**src/rtl/deser_pkg.sv**
```systemverilog
package deser_pkg;

    typedef enum logic [1:0] {
        MAP_DUAL  = 2'd0,
        MAP_SEQ   = 2'd1,
        MAP_BITIL = 2'd2,
        MAP_RSVD  = 2'd3
    } map_e;

    typedef enum logic {
        ST_HUNT    = 1'b0,
        ST_COLLECT = 1'b1
    } state_e;

endpackage

```
**src/rtl/deser_align.sv**
```systemverilog
module deser_align #(
    parameter int DLY_W = 5,
    parameter int NB_W  = 6
) (
    input  logic             clk,
    input  logic             rst_n,
    input  logic             lane0_in,
    input  logic             lane1_in,
    input  logic             frame_in,
    input  logic             cfg_frame_pos,
    input  logic [DLY_W-1:0] cfg_frame_dly,
    input  logic [NB_W-1:0]  nbits,
    output logic             lane0_al,
    output logic             lane1_al,
    output logic             mark
);
    localparam int DEPTH = (1 << DLY_W) - 1;

    logic [DLY_W-1:0] dly_eff;
    logic [1:0]       lane_raw;
    logic [1:0]       lane_al;

    assign lane_raw = {lane1_in, lane0_in};
    assign mark     = (frame_in == cfg_frame_pos);

    always_comb begin
        if ({1'b0, cfg_frame_dly} >= nbits) begin
            dly_eff = DLY_W'(nbits - NB_W'(1));
        end else begin
            dly_eff = cfg_frame_dly;
        end
    end

    for (genvar g = 0; g < 2; g++) begin : g_lane
        logic [DEPTH-1:0] hist;
        always_ff @(posedge clk or negedge rst_n) begin
            if (!rst_n) begin
                hist <= '0;
            end else begin
                hist <= {hist[DEPTH-2:0], lane_raw[g]};
            end
        end
        assign lane_al[g] = (dly_eff == '0) ? lane_raw[g]
                                            : hist[dly_eff - DLY_W'(1)];
    end

    assign lane0_al = lane_al[0];
    assign lane1_al = lane_al[1];

    AST_DLY_IN_WINDOW: assert property (@(posedge clk) disable iff (!rst_n)
        ({1'b0, dly_eff} < nbits));

endmodule

```
**src/rtl/deser_ctrl.sv**
```systemverilog
module deser_ctrl
    import deser_pkg::*;
#(
    parameter int CNT_W = 5,
    parameter int NB_W  = 6
) (
    input  logic             clk,
    input  logic             rst_n,
    input  logic             mark,
    input  logic [NB_W-1:0]  nbits_live,
    output logic             cap_en,
    output logic             first,
    output logic             last,
    output logic [CNT_W-1:0] slot,
    output logic             frame_err
);
    state_e            state_q, state_n;
    logic [CNT_W-1:0]  cnt_q, cnt_n;
    logic [NB_W-1:0]   nb_q, nb_use;
    logic              err_q, err_n;

    // slot bookkeeping and strobes
    always_comb begin
        first  = mark;
        cap_en = mark || (state_q == ST_COLLECT);
        slot   = mark ? '0 : cnt_q;
        nb_use = mark ? nbits_live : nb_q;
        last   = cap_en && ({1'b0, slot} == (nb_use - NB_W'(1)));
        cnt_n  = slot + CNT_W'(1);
        err_n  = err_q || (mark && (state_q == ST_COLLECT));
    end

    // next state: T_START, T_DONE, T_RESYNC
    always_comb begin
        state_n = state_q;
        unique case (state_q)
            ST_HUNT: begin
                if (mark) state_n = last ? ST_HUNT : ST_COLLECT;
            end
            ST_COLLECT: begin
                if (last) state_n = ST_HUNT;
                else      state_n = ST_COLLECT;
            end
        endcase
    end

    always_ff @(posedge clk or negedge rst_n) begin
        if (!rst_n) begin
            state_q <= ST_HUNT;
        end else begin
            state_q <= state_n;
        end
    end

    always_ff @(posedge clk or negedge rst_n) begin
        if (!rst_n) begin
            cnt_q <= '0;
            nb_q  <= '0;
            err_q <= 1'b0;
        end else begin
            err_q <= err_n;
            if (cap_en) cnt_q <= cnt_n;
            if (mark)   nb_q  <= nbits_live;
        end
    end

    assign frame_err = err_q;

    AST_ERR_STICKY: assert property (@(posedge clk) disable iff (!rst_n)
        err_q |=> err_q);
    AST_SLOT_RANGE: assert property (@(posedge clk) disable iff (!rst_n)
        (state_q == ST_COLLECT) |-> ({1'b0, cnt_q} < nb_q));
    AST_HUNT_IDLE: assert property (@(posedge clk) disable iff (!rst_n)
        (state_q == ST_HUNT && !mark) |-> !cap_en);

endmodule

```
**src/rtl/deser_shift.sv**
```systemverilog
module deser_shift
    import deser_pkg::*;
#(
    parameter int WORD_MAX = 16,
    parameter int SW_W     = 5,
    parameter int CNT_W    = 5
) (
    input  logic                clk,
    input  logic                rst_n,
    input  logic                lane0_al,
    input  logic                lane1_al,
    input  logic                cap_en,
    input  logic                first,
    input  logic                last,
    input  logic [CNT_W-1:0]    slot,
    input  logic [1:0]          cfg_map,
    input  logic                cfg_lsb_first,
    input  logic [SW_W-1:0]     w_live,
    output logic [WORD_MAX-1:0] out_i,
    output logic [WORD_MAX-1:0] out_q,
    output logic                out_valid
);
    localparam int IDX_W = $clog2(WORD_MAX);

    map_e                map_q, map_u;
    logic                lsb_q, lsb_u;
    logic [SW_W-1:0]     w_q, w_u;
    logic [CNT_W-1:0]    w_c, ki, kq, pi_c, pq_c;
    logic                wr_i, wr_q, bi, bq;
    logic [WORD_MAX-1:0] acc_i, acc_q, acc_i_n, acc_q_n;

    always_comb begin
        map_u = first ? map_e'(cfg_map) : map_q;
        lsb_u = first ? cfg_lsb_first   : lsb_q;
        w_u   = first ? w_live          : w_q;
        w_c   = CNT_W'(w_u);
    end

    // route the slot to a component and a bit index
    always_comb begin
        wr_i = 1'b0;
        wr_q = 1'b0;
        bi   = lane0_al;
        bq   = lane0_al;
        ki   = slot;
        kq   = slot;
        case (map_u)
            MAP_SEQ: begin
                if (slot < w_c) begin
                    wr_i = 1'b1;
                end else begin
                    wr_q = 1'b1;
                    kq   = slot - w_c;
                end
            end
            MAP_BITIL: begin
                ki = slot >> 1;
                kq = slot >> 1;
                if (slot[0]) wr_q = 1'b1;
                else         wr_i = 1'b1;
            end
            default: begin
                wr_i = 1'b1;
                wr_q = 1'b1;
                bq   = lane1_al;
            end
        endcase
        pi_c = lsb_u ? ki : (w_c - CNT_W'(1) - ki);
        pq_c = lsb_u ? kq : (w_c - CNT_W'(1) - kq);
    end

    always_comb begin
        acc_i_n = first ? '0 : acc_i;
        acc_q_n = first ? '0 : acc_q;
        if (cap_en && wr_i) acc_i_n[IDX_W'(pi_c)] = bi;
        if (cap_en && wr_q) acc_q_n[IDX_W'(pq_c)] = bq;
    end

    always_ff @(posedge clk or negedge rst_n) begin
        if (!rst_n) begin
            map_q     <= MAP_DUAL;
            lsb_q     <= 1'b0;
            w_q       <= '0;
            acc_i     <= '0;
            acc_q     <= '0;
            out_i     <= '0;
            out_q     <= '0;
            out_valid <= 1'b0;
        end else begin
            if (first) begin
                map_q <= map_u;
                lsb_q <= lsb_u;
                w_q   <= w_u;
            end
            if (cap_en) begin
                acc_i <= acc_i_n;
                acc_q <= acc_q_n;
            end
            if (last) begin
                out_i <= acc_i_n;
                out_q <= acc_q_n;
            end
            out_valid <= last;
        end
    end

    AST_VALID_ONE_CYCLE: assert property (@(posedge clk) disable iff (!rst_n)
        out_valid |=> !out_valid);
    AST_UNUSED_ZERO: assert property (@(posedge clk) disable iff (!rst_n)
        out_valid |-> (((out_i >> w_q) == '0) && ((out_q >> w_q) == '0)));
    AST_HOLD_WORDS: assert property (@(posedge clk) disable iff (!rst_n)
        !last |=> ($stable(out_i) && $stable(out_q)));

endmodule

```
**src/rtl/serial_iq_deser.sv**
```systemverilog
module serial_iq_deser
    import deser_pkg::*;
#(
    parameter int WORD_MAX = 16,
    parameter int WORD_MIN = 4
) (
    input  logic                                clk,
    input  logic                                rst_n,
    input  logic                                lane0_in,
    input  logic                                lane1_in,
    input  logic                                frame_in,
    input  logic [1:0]                          cfg_map,
    input  logic                                cfg_frame_pos,
    input  logic [$clog2(2*WORD_MAX)-1:0]       cfg_frame_dly,
    input  logic                                cfg_lsb_first,
    input  logic [$clog2(WORD_MAX+1)-1:0]       cfg_word_size,
    output logic [WORD_MAX-1:0]                 out_i,
    output logic [WORD_MAX-1:0]                 out_q,
    output logic                                out_valid,
    output logic                                frame_err
);
    localparam int SW_W  = $clog2(WORD_MAX + 1);
    localparam int CNT_W = $clog2(2 * WORD_MAX);
    localparam int NB_W  = CNT_W + 1;
    localparam int DLY_W = CNT_W;

    logic [SW_W-1:0]  w_eff;
    logic [NB_W-1:0]  nbits_live;
    logic             lane0_al, lane1_al, mark;
    logic             cap_en, first, last;
    logic [CNT_W-1:0] slot;

    always_comb begin
        if (cfg_word_size < SW_W'(WORD_MIN))      w_eff = SW_W'(WORD_MIN);
        else if (cfg_word_size > SW_W'(WORD_MAX)) w_eff = SW_W'(WORD_MAX);
        else                                      w_eff = cfg_word_size;
        if (cfg_map == MAP_SEQ || cfg_map == MAP_BITIL)
            nbits_live = NB_W'(w_eff) << 1;
        else
            nbits_live = NB_W'(w_eff);
    end

    deser_align #(.DLY_W(DLY_W), .NB_W(NB_W)) align_i (
        .clk           (clk),
        .rst_n         (rst_n),
        .lane0_in      (lane0_in),
        .lane1_in      (lane1_in),
        .frame_in      (frame_in),
        .cfg_frame_pos (cfg_frame_pos),
        .cfg_frame_dly (cfg_frame_dly),
        .nbits         (nbits_live),
        .lane0_al      (lane0_al),
        .lane1_al      (lane1_al),
        .mark          (mark)
    );

    deser_ctrl #(.CNT_W(CNT_W), .NB_W(NB_W)) ctrl_i (
        .clk        (clk),
        .rst_n      (rst_n),
        .mark       (mark),
        .nbits_live (nbits_live),
        .cap_en     (cap_en),
        .first      (first),
        .last       (last),
        .slot       (slot),
        .frame_err  (frame_err)
    );

    deser_shift #(.WORD_MAX(WORD_MAX), .SW_W(SW_W), .CNT_W(CNT_W)) shift_i (
        .clk           (clk),
        .rst_n         (rst_n),
        .lane0_al      (lane0_al),
        .lane1_al      (lane1_al),
        .cap_en        (cap_en),
        .first         (first),
        .last          (last),
        .slot          (slot),
        .cfg_map       (cfg_map),
        .cfg_lsb_first (cfg_lsb_first),
        .w_live        (w_eff),
        .out_i         (out_i),
        .out_q         (out_q),
        .out_valid     (out_valid)
    );

endmodule

```
**config.mk**
```make
export PLATFORM = sky130hd
export DESIGN_NAME = serial_iq_deser
export DESIGN_NICKNAME = d
export VERILOG_FILES = /design/src/rtl/deser_pkg.sv /design/src/rtl/deser_align.sv /design/src/rtl/deser_ctrl.sv /design/src/rtl/deser_shift.sv /design/src/rtl/serial_iq_deser.sv
export SDC_FILE = /design/constraint.sdc
export NUM_CORES = 1
export LEC_CHECK = 0
export BUFFER_PORTS_ARGS = -buffer_cell sky130_fd_sc_hd__buf_2
export CAP_MARGIN = 0
export CORE_AREA = 2 2 154 96
export CTS_CLUSTER_DIAMETER = 30
export DETAILED_ROUTE_END_ITERATION = 12
export DIE_AREA = 0 0 156 98
export PLACE_DENSITY = 0.84
export SYNTH_ARGS = -nofsm -noshare
export SYNTH_HDL_FRONTEND = slang
export SYNTH_SLANG_ARGS = --single-unit
```
**constraint.sdc**
```tcl
create_clock -name clk -period 5.6 [get_ports clk]
set_clock_uncertainty 0.2 [all_clocks]
set_input_delay 0.84 -clock clk [delete_from_list [all_inputs] [get_ports clk]]
set_output_delay 0.84 -clock clk [all_outputs]
set_load 0.02 [all_outputs]
```
## Word level (Yosys, flattened, before mapping)

Cells that the tools add are included.
Widths: inputs -> output; s select.

| word-level totals | value |
|---|---|
| register bits | 148 |
| bits of input ports | 19 |
| output and inout port bits | 34 |
| word-level logic and storage cells | 89 |

| operators by class | value |
|---|---|
| add/subtract/negate cells | 8 |
| order comparisons | 9 |
| equality and inequality tests | 6 |
| muxes and demuxes | 40 |
| bitwise gates (word level) | 1 |
| reductions and logical operators | 11 |

Operator list:

| operator | number |
|---|---|
| $mux 16 | 4 |
| $bwmux 16 | 2 |
| $mux 5 | 5 |
| $mux 4 | 4 |
| $mux 1 | 14 |
| $mux 6 | 2 |
| $sub 4x4->4 | 3 |
| $bmux 1 s5 | 2 |
| $lt 4x5->1 const B | 2 |
| $sub 5x1->5 const B | 2 |
| $demux 1 s4 | 2 |
| $ge 4x1->1 const B | 2 |
| $pmux 4 s2 | 1 |
| $eq 5x6->1 | 1 |
| $ge 5x6->1 | 1 |
| $logic_and 1x1->1 | 6 |
| $lt 5x6->1 const B | 1 |
| $pmux 1 s2 | 3 |
| $sub 6x1->6 const B | 1 |
| $add 5x1->5 const B | 1 |
| $gt 5x5->1 const B | 1 |
| $logic_not 5->1 | 1 |
| $lt 5x3->1 const B | 1 |
| $lt 5x5->1 | 1 |
| 8 further kinds | 12 |

## Depth between registers and ports, before layout

| depth | value |
|---|---|
| depth in word-level cells | 15 |
| mapped depth | 25 |

## Cells and area by module

Synthesis repeated with hierarchy kept, for this count alone.

| unflattened totals | value |
|---|---|
| cells, all modules | 777 |
| area total of the unflattened synthesis | 7908.8 um^2 |

Modules (own cells, without submodules):

| module | instances | cells an instance | area each (um^2) | seq. area each (um^2) |
|---|---|---|---|---|
| deser_shift | 1 | 474 | 4355.4 | 1826.8 |
| deser_align | 1 | 208 | 2665.1 | 1551.5 |
| deser_ctrl | 1 | 76 | 762.0 | 325.3 |
| serial_iq_deser | 1 | 19 | 126.4 | 0.0 |

## Worst setup path before layout

No wires, ideal clock.

| timing path | value |
|---|---|
| path type | input to register |
| from | in cfg_frame_pos |
| to | reg shift_i.out_q[0] |
| setup time | 87 ps |
| arrival | 5754 ps |
| data required time | 5313 ps |
| path slack | -441 ps |
| stages | 25 |
| path buffers | 5 |
| cells stage by stage | xor2_1 -> buf_2 -> clkbuf_1 -> clkbuf_1 -> clkbuf_1 -> buf_1 -> nand2_1 -> nand2_1 -> inv_1 -> ha_1 -> o21ai_0 -> a211o_1 -> nand2_1 -> mux2i_1 -> o221ai_1 -> inv_1 -> ha_1 -> a21o_1 -> a21oi_1 -> xnor2_1 -> nand2_1 -> xnor2_1 -> nor3_1 -> or3_1 -> o211ai_1 |

| between the ends | value |
|---|---|
| longest elaborated chain between the ends | 13 |
| elaborated cells between the ends (all ways) | 33 |

RTL lines:

| item | RTL line | source |
|---|---|---|
| start: declaration | serial_iq_deser.sv:13 | `input logic cfg_frame_pos,` |
| $eq 1x1->1 * | deser_align.sv:24 | `assign mark = (frame_in == cfg_frame_pos);` |
| $mux 5, on equally long branches | deser_ctrl.sv:26, deser_shift.sv:35 |  |
| $sub 4x4->4 / $lt 5x5->1 (equally long branches) | deser_shift.sv:53, deser_shift.sv:49 |  |
| $mux 4 | deser_shift.sv:49 | `if (slot < w_c) begin` |
| $pmux 4 s2 | deser_shift.sv:47 | `case (map_u)` |
| $sub 4x4->4 | deser_shift.sv:69 | `pq_c = lsb_u ? kq : (w_c - CNT_W'(1) - kq);` |
| $mux 4 | deser_shift.sv:69 |  |
| $lt 4x5->1 (implied by the code) / $ge 4x1->1 (equally long branches) | deser_shift.sv:76 | `if (cap_en && wr_q) acc_q_n[IDX_W'(pq_c)] = bq;` |
| $logic_and 1x1->1 (implied by the code) | deser_shift.sv:76 |  |
| $mux 1 (implied by the code) | deser_shift.sv:76 |  |
| $demux 1 s4 | n/a |  |
| $bwmux 16 | deser_shift.sv:76 |  |
| $mux 16 | deser_shift.sv:76 |  |
| end signal: assignment | deser_shift.sv:101 | `out_q <= acc_q_n;` |
| end: declaration | deser_shift.sv:20 | `output logic [WORD_MAX-1:0] out_q,` |

Mark *: on every way between the ends. The rest lies on a longest branch, timed or not.
A chain may end at the register's enable or synchronous reset.

## Worst setup path in the final report

| timing path | value |
|---|---|
| from | in cfg_frame_pos |
| to | reg shift_i.out_q[6] |

Same word-level chain as after synthesis.

==> results.md <==
Logic synthesis:
- The part of the Yosys area used for sequential elements is 49.6%.
- Summed over its instances, the top area cell type makes up 49.6% of the synthesized netlist area.
- The gate count after technology mapping is 697.
- Counting distinct cell types in the post-synthesis netlist gives 69.
- Of all cell types, the one taking the most synthesized area is dfrtp_1.
- Sorting the synthesized cells by area gives the leading types as dfrtp_1, nand2_1, mux2i_1.
- Averaged over all synthesized cells, the footprint is 10.7 um2.
- The synthesized design contains 148 register bits.
- The cell area after technology mapping is 0.00747 mm2.
- Sorting the synthesized cells by how often they occur yields dfrtp_1, nand2_1, mux2i_1, nor2_1, o21ai_0.
- The count of flip-flops with a built-in enable after synthesis is 0.
- Among all flip-flop cells after synthesis, the most frequent one is dfrtp_1.
- The number of nets in the synthesized netlist is 741.
- The count of synthesis-stage warnings from yosys is 0.
- The library cell with the highest instance count after synthesis is dfrtp_1.
- For this run, asynchronously set or reset flops after synthesis account for 100%.

Setup path:
- The beginning of the worst register-to-register path is ctrl_i.cnt_q[1].
- STA puts the critical path data arrival time at 5.37 ns.
- The worst setup path is of the in2reg kind.
- Walking the worst path, the cells encountered are buf_2 > xor2_4 > buf_4 > nand2_1 > nand2_1 > inv_1 > ha_1 > o21ai_0 > a211o_1 > nand2_1 > mux2_2 > a22oi_1 > ha_1 > a21oi_1 > xnor2_1 > nand2_1 > xnor2_2 > nor3_1 > or3_1 > o211ai_2.
- The critical path launch point type is a primary input.
- The depth of the worst register-to-register path is 16.
- In this run the critical register-to-register path is captured at shift_i.out_q[6].
- STA puts the critical path data required time at 5.72 ns.
- The cell repeated most along the worst path is nand2_1.
- The register-to-register setup slack is 1.01 ns.
- Of all nets on the critical path, the largest fanout is 16.
- The largest individual stage delay along the critical path comes from the cell nor3_1.
- The type of element capturing the critical path is a register.
- The delay of the slowest cell on the worst path is 0.49 ns.

Worst hold path:
- The worst hold path terminates at align_i.g_lane[0].hist[20].
- The type of the most critical hold path is reg2reg.
- The startpoint of the most critical hold path is align_i.g_lane[0].hist[19].
- Along the worst hold path, the cell count comes to 0.

Global route:
- The first global-routing pass estimated 28.0 mm of wire.
- Entering global routing, the biggest net connects 110 pins.
- The via count of the first global-routing pass came to 5300.
- The total congestion overflow after global routing is 0.
- The global-route usage over all layers is 23.5%.
- The initial antenna violation count came to 0.

Clock network:
- In this run the deepest clock path goes through 2 buffers.
- The hold buffer count at CTS is 0.
- The clock transition at the register clock pins on the worst setup and hold paths after CTS is 0.07 ns.
- The clock drives 148 sinks.
- Counting the buffers created by CTS gives 17.
- The clock tree root driver cell is clkbuf_16.
- The H-tree depth reported by CTS is 4.
- TritonCTS built the clock tree.
- The clock insertion delay at the later pin of the skew report is 0.43 ns.

Placed design:
- The count of buffers added on input and output ports is 52.
- The half-perimeter wire length of the detailed placement result is 11.2 mm.
- Prior to clock tree synthesis, the placed netlist has a worst setup slack of -0.0366 ns.
- The final weighted congestion of routability-driven global placement is 0.902.
- After detailed placement, the design holds a cell count of 931.

Floorplanning:
- In this run the count of I/O pins placed on the die edge is 53.
- The initial core utilization is 53.4%.
- After floorplanning, the core was sized to cover 0.0140 mm2.
- From bottom edge to top edge, the die measures 98 um.
- The floorplan step defined a die boundary enclosing 0.0153 mm2.
- The row count is 34.
- The floorplan step set the die width to 156 um.

Timing:
- The highest clock frequency the design can meet is 191 MHz.
- The number of hold violations in the final report was 0.
- The slew at the pin closest to its max-slew limit is 1.05 ns.
- The number of pins with negative max-slew slack in the final report came to 0.
- The number of setup violations in the final report is 0.
- The worst-case setup margin in the final layout is 0.353 ns.
- The headroom to the max-slew limit is 28.1%.
- The final critical delay including setup and external delays is 5.25 ns.
- The aggregate negative setup slack is 0 ns.
- Dividing the final minimum period by the clock period gives 93.7%.
- Setup repair after global routing left no endpoint under its margin.

Run status:
- The run finished with clean final reports.

Final layout:
- The synthesis-to-layout area growth is 17.2%.
- The number of standard cells in the final layout excluding fillers is 964.
- The layout cell share with drive strength beyond 1 is 23.5%.
- For this run, the share of the core covered by cells in the final layout is 62.6%.
- At the end of the flow, the number of nets in the layout was 815.
- The repair_antennas step left the layout with diodes totalling 0.

Drt:
- The uppermost layer routed is met4.
- The average wire length per cell after detail routing is 17.2 um.
- The first TritonRoute pass finished after 6 iterations.
- For this block, wires on met1 add up to 8.21 mm.
- In the detailed route, the total length drawn on met3 is 964 um.
- The detail-routed via count per cell is 5.65.
- The routed via count is 5450.
- The number of nets still failing antenna checks after routing is 0.
- The number of remaining DRC errors is 0.
- Wires add up to 16.6 mm.
- The iteration-0 DRC count of the detailed router is 398.
- The total met2 wirelength after detailed routing is 7.19 mm.

Power and ir drop:
- Summed over all cells, the static leakage comes to 0.00409 uW.
- The peak supply drop is 214 uV.
- Power spread over the standard cell area amounts to 411 mW/mm2.

Job:
- The max-cap check violation count is 0.
==> final cells by class <==
type / instances / area, um2
Multi-Input combinational cell: 489 / 3560
Clock inverter: 15 / 185
Clock buffer: 17 / 425
Inverter: 29 / 109
Fill cell: 1067 / 5240
Tap cell: 180 / 225
Sequential cell: 148 / 3700
Timing Repair Buffer: 86 / 547
==> layout by cell type (no fill, tap or decap), drive strengths merged, types with 15 or more instances in the layout <==
| master | n |
|---|---|
| mux2 | 23 |
| xnor2 | 18 |
| nor3 | 22 |
| nand2 | 129 |
| nor2 | 31 |
| o211ai | 19 |
| mux4 | 15 |
| a21oi | 24 |
| clkbuf | 17 |
| o21ai | 29 |
| dfrtp | 148 |
| ha | 22 |
| inv | 34 |
| mux2i | 34 |
| buf | 86 |
==> through the flow <==
stage / total power (uW) / instance area (um2) / hold slack (ns)
2_1_floorplan: 2100 / 7520 / 0.149
5_1_grt: 3800 / 8760 / 0.179
3_3_place_gp: 2420 / 8140 / 0.153
4_1_cts: 3610 / 8750 / 0.173
6_report: 3600 / 8760 / 0.174
3_5_place_dp: 2450 / 8140 / 0.154
==> repair_timing <==
| item | 4_1_cts | 5_1_grt |
|---|---|---|
| gates resized for setup | 0 | 2 |
| endpoints found under the setup margin | 0 | 40 |
| setup buffers | 0 | 1 |
==> how the worst max path moves through the flow <==
stage | cells after the start | end | startpoint
6_report | 20 | shift_i.out_q[6] | cfg_frame_pos
3_3_place_gp | 21 | shift_i.out_i[12] | cfg_map[1]
3_5_place_dp | 21 | shift_i.out_i[7] | cfg_map[1]
4_1_cts | 21 | shift_i.out_i[10] | cfg_map[1]
2_1_floorplan | 23 | shift_i.out_i[10] | cfg_map[1]
5_1_grt | 24 | shift_i.out_i[1] | cfg_map[1]
==> where the power goes <==
part	switching [uW]	internal (uW)
Sequential	69.1	1210
Clock	541	605
Combinational	699	477
==> worst max-delay path: cells and delay by family <==
kind                       cells  cell delay [ns]
xor gates and xnor gates       3             0.83
buffers and inverters          3             0.49
and+or+nand+nor                6             1.24
adders and majority gates      2             0.60
AOI/OAI and AO/OA              5             1.00
muxes                          1             0.36
==> kinds of logic (layout without fill, tap and decap cells) <==
family                   count (synthesis)  count (layout)  share of synthesized area (%)
AND/OR/NAND/NOR                        245             245                           15.0
AO/OA/AOI/OAI                          118             118                           11.2
multiplexers                            72              72                           12.6
adder cells (fa/ha/maj)                 25              25                           4.49
XOR/XNOR                                29              29                           3.83
flip-flops                             148             148                           49.6
buffers and inverters                   60             147                           3.36
==> flip-flops by register name, summed over array words and instances, names as in the netlist <==
name                 cells
ctrl_i.state_q           1
shift_i.out_i           16
ctrl_i.frame_err         1
shift_i.lsb_q            1
shift_i.w_q              5
shift_i.map_q            2
align_i.g_lane.hist     62
shift_i.out_valid        1
ctrl_i.cnt_q             5
shift_i.acc_q           16
ctrl_i.nb_q              6
shift_i.acc_i           16
shift_i.out_q           16
==> per-layer routing <==
metal | vias to the layer above | track usage, %
met1 | 2676 | 35.7
met4 | 0 | 7.20
li1 | 2597 | -
met3 | 21 | 5.59
met5 | - | 0
met2 | 156 | 33.6
Note: power is estimated with default switching activity, not from simulation.
